File: src/rtl/spi_byte_ctrl.sv
module spi_byte_ctrl (
  input  logic       clk,
  input  logic       rst,
  input  logic [1:0] bus_addr,
  input  logic       bus_we,
  input  logic [7:0] bus_wdata,
  output logic [7:0] bus_rdata,
  output logic       irq,
  output logic       sck,
  output logic       mosi,
  input  logic       miso
);
  localparam logic [1:0] A_CTRL = 2'd0;
  localparam logic [1:0] A_STAT = 2'd1;
  localparam logic [1:0] A_DATA = 2'd2;

  logic [7:0] ctrl_q, data_q, tx_q, rx_q;
  logic       dbl_q, done_q, wcol_q, busy_q;
  logic [6:0] hcnt_q, lim_q;
  logic [3:0] half_q;
  logic [2:0] rsh;
  logic [6:0] half_lim;

  wire ie   = ctrl_q[7];
  wire en   = ctrl_q[6];
  wire lsbf = ctrl_q[5];
  wire cpol = ctrl_q[3];
  wire cpha = ctrl_q[2];

  wire wr_ctrl = bus_we && bus_addr == A_CTRL;
  wire wr_stat = bus_we && bus_addr == A_STAT;
  wire wr_data = bus_we && bus_addr == A_DATA;
  wire start   = wr_data && en && !busy_q;
  wire coll    = wr_data && en && busy_q;

  always_comb begin
    case (ctrl_q[1:0])
      2'b00:   rsh = 3'd0;
      2'b01:   rsh = 3'd2;
      2'b10:   rsh = 3'd4;
      default: rsh = 3'd5;
    endcase
  end
  assign half_lim = ((dbl_q ? 7'd1 : 7'd2) << rsh) - 7'd1;

  wire [2:0] bit_idx  = half_q[3:1];
  wire [2:0] bit_pos  = lsbf ? bit_idx : 3'd7 - bit_idx;
  wire       half_end = busy_q && hcnt_q == lim_q;

  always_ff @(posedge clk) begin
    if (rst) begin
      ctrl_q <= '0; data_q <= '0; tx_q <= '0; rx_q <= '0;
      dbl_q <= 1'b0; done_q <= 1'b0; wcol_q <= 1'b0; busy_q <= 1'b0;
      hcnt_q <= '0; lim_q <= '0; half_q <= '0;
    end else begin
      if (wr_ctrl) ctrl_q <= bus_wdata;
      if (wr_stat) begin
        dbl_q <= bus_wdata[0];
        if (bus_wdata[7]) done_q <= 1'b0;
      end
      if (coll) wcol_q <= 1'b1;
      if (start) begin
        wcol_q <= 1'b0;
        done_q <= 1'b0;
        busy_q <= 1'b1;
        tx_q   <= bus_wdata;
        hcnt_q <= '0;
        half_q <= '0;
        lim_q  <= half_lim;
      end else if (busy_q) begin
        if (half_end) begin
          hcnt_q <= '0;
          half_q <= half_q + 4'd1;
          if (!half_q[0]) rx_q[bit_pos] <= miso;
          if (half_q == 4'd15) begin
            busy_q <= 1'b0;
            done_q <= 1'b1;
            data_q <= rx_q;
          end
        end else begin
          hcnt_q <= hcnt_q + 7'd1;
        end
      end
    end
  end

  assign sck  = busy_q ? (cpol ^ cpha ^ half_q[0]) : cpol;
  assign mosi = busy_q ? tx_q[bit_pos] : 1'b0;
  assign irq  = done_q & ie;

  always_comb begin
    case (bus_addr)
      A_CTRL:  bus_rdata = ctrl_q;
      A_STAT:  bus_rdata = {done_q, wcol_q, 5'b0, dbl_q};
      A_DATA:  bus_rdata = data_q;
      default: bus_rdata = 8'h00;
    endcase
  end
endmodule


File: config.mk
export PLATFORM = sky130hd
export DESIGN_NAME = spi_byte_ctrl
export DESIGN_NICKNAME = d
export VERILOG_FILES = /design/src/rtl/spi_byte_ctrl.sv
export SDC_FILE = /design/constraint.sdc
export NUM_CORES = 1
export LEC_CHECK = 0
export BUFFER_PORTS_ARGS = -buffer_cell sky130_fd_sc_hd__buf_2
export CAP_MARGIN = 20
export CORE_UTILIZATION = 63
export DETAILED_ROUTE_END_ITERATION = 16
export PLACE_DENSITY_LB_ADDON = 0.05
export SYNTH_ARGS = -nofsm -noshare
export SYNTH_HDL_FRONTEND = slang
export SYNTH_SLANG_ARGS = --single-unit
export TNS_END_PERCENT = 20
File: constraint.sdc
create_clock -name clk -period 3.8 [get_ports clk]
set_clock_uncertainty 0.1 [all_clocks]
set_input_delay 0.38 -clock clk [delete_from_list [all_inputs] [get_ports clk]]
set_output_delay 0.38 -clock clk [all_outputs]
set_load 0.005 [all_outputs]
==> results.py <==
metrics = {
    "placed_design": {
        "hpwl_mm": 3.98,
        "routabilityCongestion": 0.761,
        "io_buffer_count": 24,
    },
    "critical_path": {
        "r2r_slack_ns": 1.65,
        "startpoint_type": "register",
        "crit_type": "register to output port",
        "arrival_ns": 2.19,
        "r2r_cells": 5,
        "end_kind": "output port",
        "critPathMaxFanout": 19,
        "worstReg2RegStart": "busy_q",
        "worstSetupEndpoint": "mosi",
        "worstPathRequired_ns": 3.32,
        "r2r_end": "data_q[2]",
        "critPathLaunch": "half_q[2]",
    },
    "global_route": {
        "met2_usage_pct": 41.8,
        "busiest_layer": "met2",
        "antenna_found_initial": 0,
        "grt_max_degree": 44,
        "grt_use_total_pct": 26.9,
        "use_met1_pct": 37.5,
        "grt_pass1_vias": 1899,
        "gr-usage-met3_pct": 4.83,
        "overflow": 0,
        "grt_pass1_wl_mm": 9.08,
    },
    "yosys": {
        "syn-cell-area_um2": 2760,
        "synth_cell_types": 41,
        "synth_ff_type": "dfxtp_1",
        "synth_nets": 331,
        "synth_top_cell_area_share_pct": 39.1,
        "syn_inst": 313,
        "synth-seq-cells": 54,
        "synth_area_per_cell_um2": 8.83,
        "synthTopCellsByArea": "dfxtp_1 39%, mux2i_1 12%, nor2_1 6.7%, xnor2_1 5.1%, nand2_1 3.9%",
        "synth.yosys.seq_area_share_pct": 39.1,
        "synth_edf_count": 0,
        "yosysTopAreaCell": "dfxtp_1",
        "yosysWarningCount": 0,
        "synthArstFlopShare_pct": 0,
    },
    "timing": {
        "report.final.setup_viol": 0,
        "rsz0062_at_grt": "false",
        "post-route-period-util_pct": 70.3,
        "hold_violations": 0,
        "period_needed_ns": 2.67,
        "slew_violations": 0,
        "tightest_slew_ns": 1.01,
        "tns_ns": 0,
        "slew_headroom_pct": 32.7,
        "max_clock_freq_mhz": 374,
    },
    "floorplanning": {
        "boundaryPins": 25,
        "die-area_um2": 4660,
        "die_h_um": 68.2,
        "initial_utilization_pct": 67.2,
        "rows": 23,
        "die_width_um": 68.2,
        "core_area_um2": 4120,
    },
    "cts": {
        "cts_sinks": 54,
        "cts-buffers-inserted": 5,
        "h-tree-depth": 2,
        "cts_hold_buffers": 0,
        "clk_pin_slew_worst_paths_ns": 0.10,
        "cts_resized": 0,
        "clkLatencyLatePin_ns": 0.31,
        "clock_path_buffers": 2,
        "cts_tree": "yes",
        "cts_setup_buffers": 0,
        "cts-root-buf": "clkbuf_8",
    },
    "run_status": {
        "run_status": "complete, no violations",
    },
    "final_layout": {
        "nNetsFinal": 342,
        "utilization_pct": 71.4,
        "drive_above_1_share_pct": 15.7,
        "synthToLayoutAreaGrowth_pct": 6.25,
        "insertedDiodeCount": 0,
    },
    "power_and_ir_drop": {
        "power.static_leakage_uw": 0.00101,
        "peakVddDrop_mv": 0.263,
        "power.density_nw_per_um2": 325,
        "totalPowerFinal_uw": 956,
    },
    "drt": {
        "vias_per_cell": 5.62,
        "antenna_left": 0,
        "drt-total-wl_mm": 5.47,
        "first_iter_violations": 94,
        "drtPass1Iterations": 4,
        "via_count": 2109,
        "wl_per_cell_um": 14.6,
        "drc": 0,
    },
    "job": {
        "drv_cap": 0,
    },
    "min_path": {
        "hold_class": "primary input to register",
    },
}
-- cells by family (layout without fill, tap and decap cells) --
logic type / Yosys count / in the layout / synth area share (%)
xor+xnor: 20 / 20 / 6.34
mux: 38 / 38 / 15.2
compound gates: 35 / 35 / 7.51
simple gates: 136 / 136 / 25.4
fa+ha+maj: 4 / 4 / 1.81
flops: 54 / 54 / 39.1
buf+inv: 26 / 38 / 4.71
-- worst min-delay path by stage --
stage	slack, ns	cells past startpoint	from	endpoint
2_1_floorplan	0.33	2	wcol_q	wcol_q
3_3_place_gp	0.34	2	wcol_q	wcol_q
3_5_place_dp	0.34	2	wcol_q	wcol_q
4_1_cts	0.21	3	bus_wdata[3]	tx_q[3]
5_1_grt	0.22	3	bus_wdata[3]	tx_q[3]
6_report	0.22	3	bus_wdata[3]	tx_q[3]
-- metrics by stage --
step | hold slack (ns) | cell area [um2] | setup slack, ns | cells
after floorplan | 0.326 | 2760 | 1.89 | 313
after global routing | 0.218 | 2940 | 0.878 | 375
after CTS | 0.214 | 2940 | 1.15 | 375
after detailed placement | 0.343 | 2850 | 1.50 | 367
after global placement | 0.343 | 2850 | 1.53 | 367
final | 0.219 | 2940 | 1.13 | 375
-- cell usage after synthesis, types with 2 or more instances --
cell      count
nand3_1       6
and2_1        2
nand4_2       2
a211oi_1      3
buf_2         8
xnor2_1      16
o21ai_0       6
nand4_1       2
nand2b_1     10
clkbuf_1     10
a21oi_1      19
nor2b_1       5
nand3b_1      2
nor3_1       14
nand2_1      29
o211ai_1      2
mux4_2        3
nor4_2        6
buf_6         2
ha_1          4
xor2_1        4
inv_1         4
mux2i_1      34
dfxtp_1      54
buf_4         2
nor2_1       49
-- sequential cells by signal (all words and copies together) (netlist names), 4 cells and up --
| name | flops |
|---|---|
| ctrl_q | 8 |
| data_q | 8 |
| rx_q | 8 |
| tx_q | 8 |
| hcnt_q | 7 |
| lim_q | 7 |
| half_q | 4 |
-- cell type report --
| class | count | area (um2) |
|---|---|---|
| clock inverter | 3 | 21.3 |
| tap | 50 | 62.6 |
| clock buffer | 5 | 68.8 |
| fill | 343 | 1180 |
| inverter | 4 | 15.0 |
| sequential | 54 | 1080 |
| multi-input combinational | 233 | 1550 |
| timing repair buffer | 26 | 135 |
-- metal layers --
layer	share of wire (%)	wire length [um]
met3	3.1	168
met5	0	0
met4	1.4	78
met2	45	2470
met1	50	2760
-- worst max-delay path, cell delays in order, from the launching register on --
cell	delay, ns
dfxtp_1	0.71
mux4_2	0.58
nor2b_1	0.14
a211oi_1	0.22
a211oi_1	0.07
buf_2	0.15
-- where the power goes --
group          internal, uW  total (uW)  switching, uW
Combinational          21.0        55.0           34.1
Clock                   130         324            194
Sequential              570         576           6.59
Total                   721         956            235
-- layout by cell type, fill, tap and decap left out, types with 5 or more instances in the layout --
master and count:
a21oi_1 19, buf_2 24, clkbuf_8 5, dfxtp_1 54, mux2i_1 34, nand2_1 29, nand2b_1 10, nand3_1 6
nor2_1 49, nor2b_1 5, nor3_1 14, nor4_2 6, o21ai_0 6, xnor2_1 16
Power figures use the tool's default switching activity.
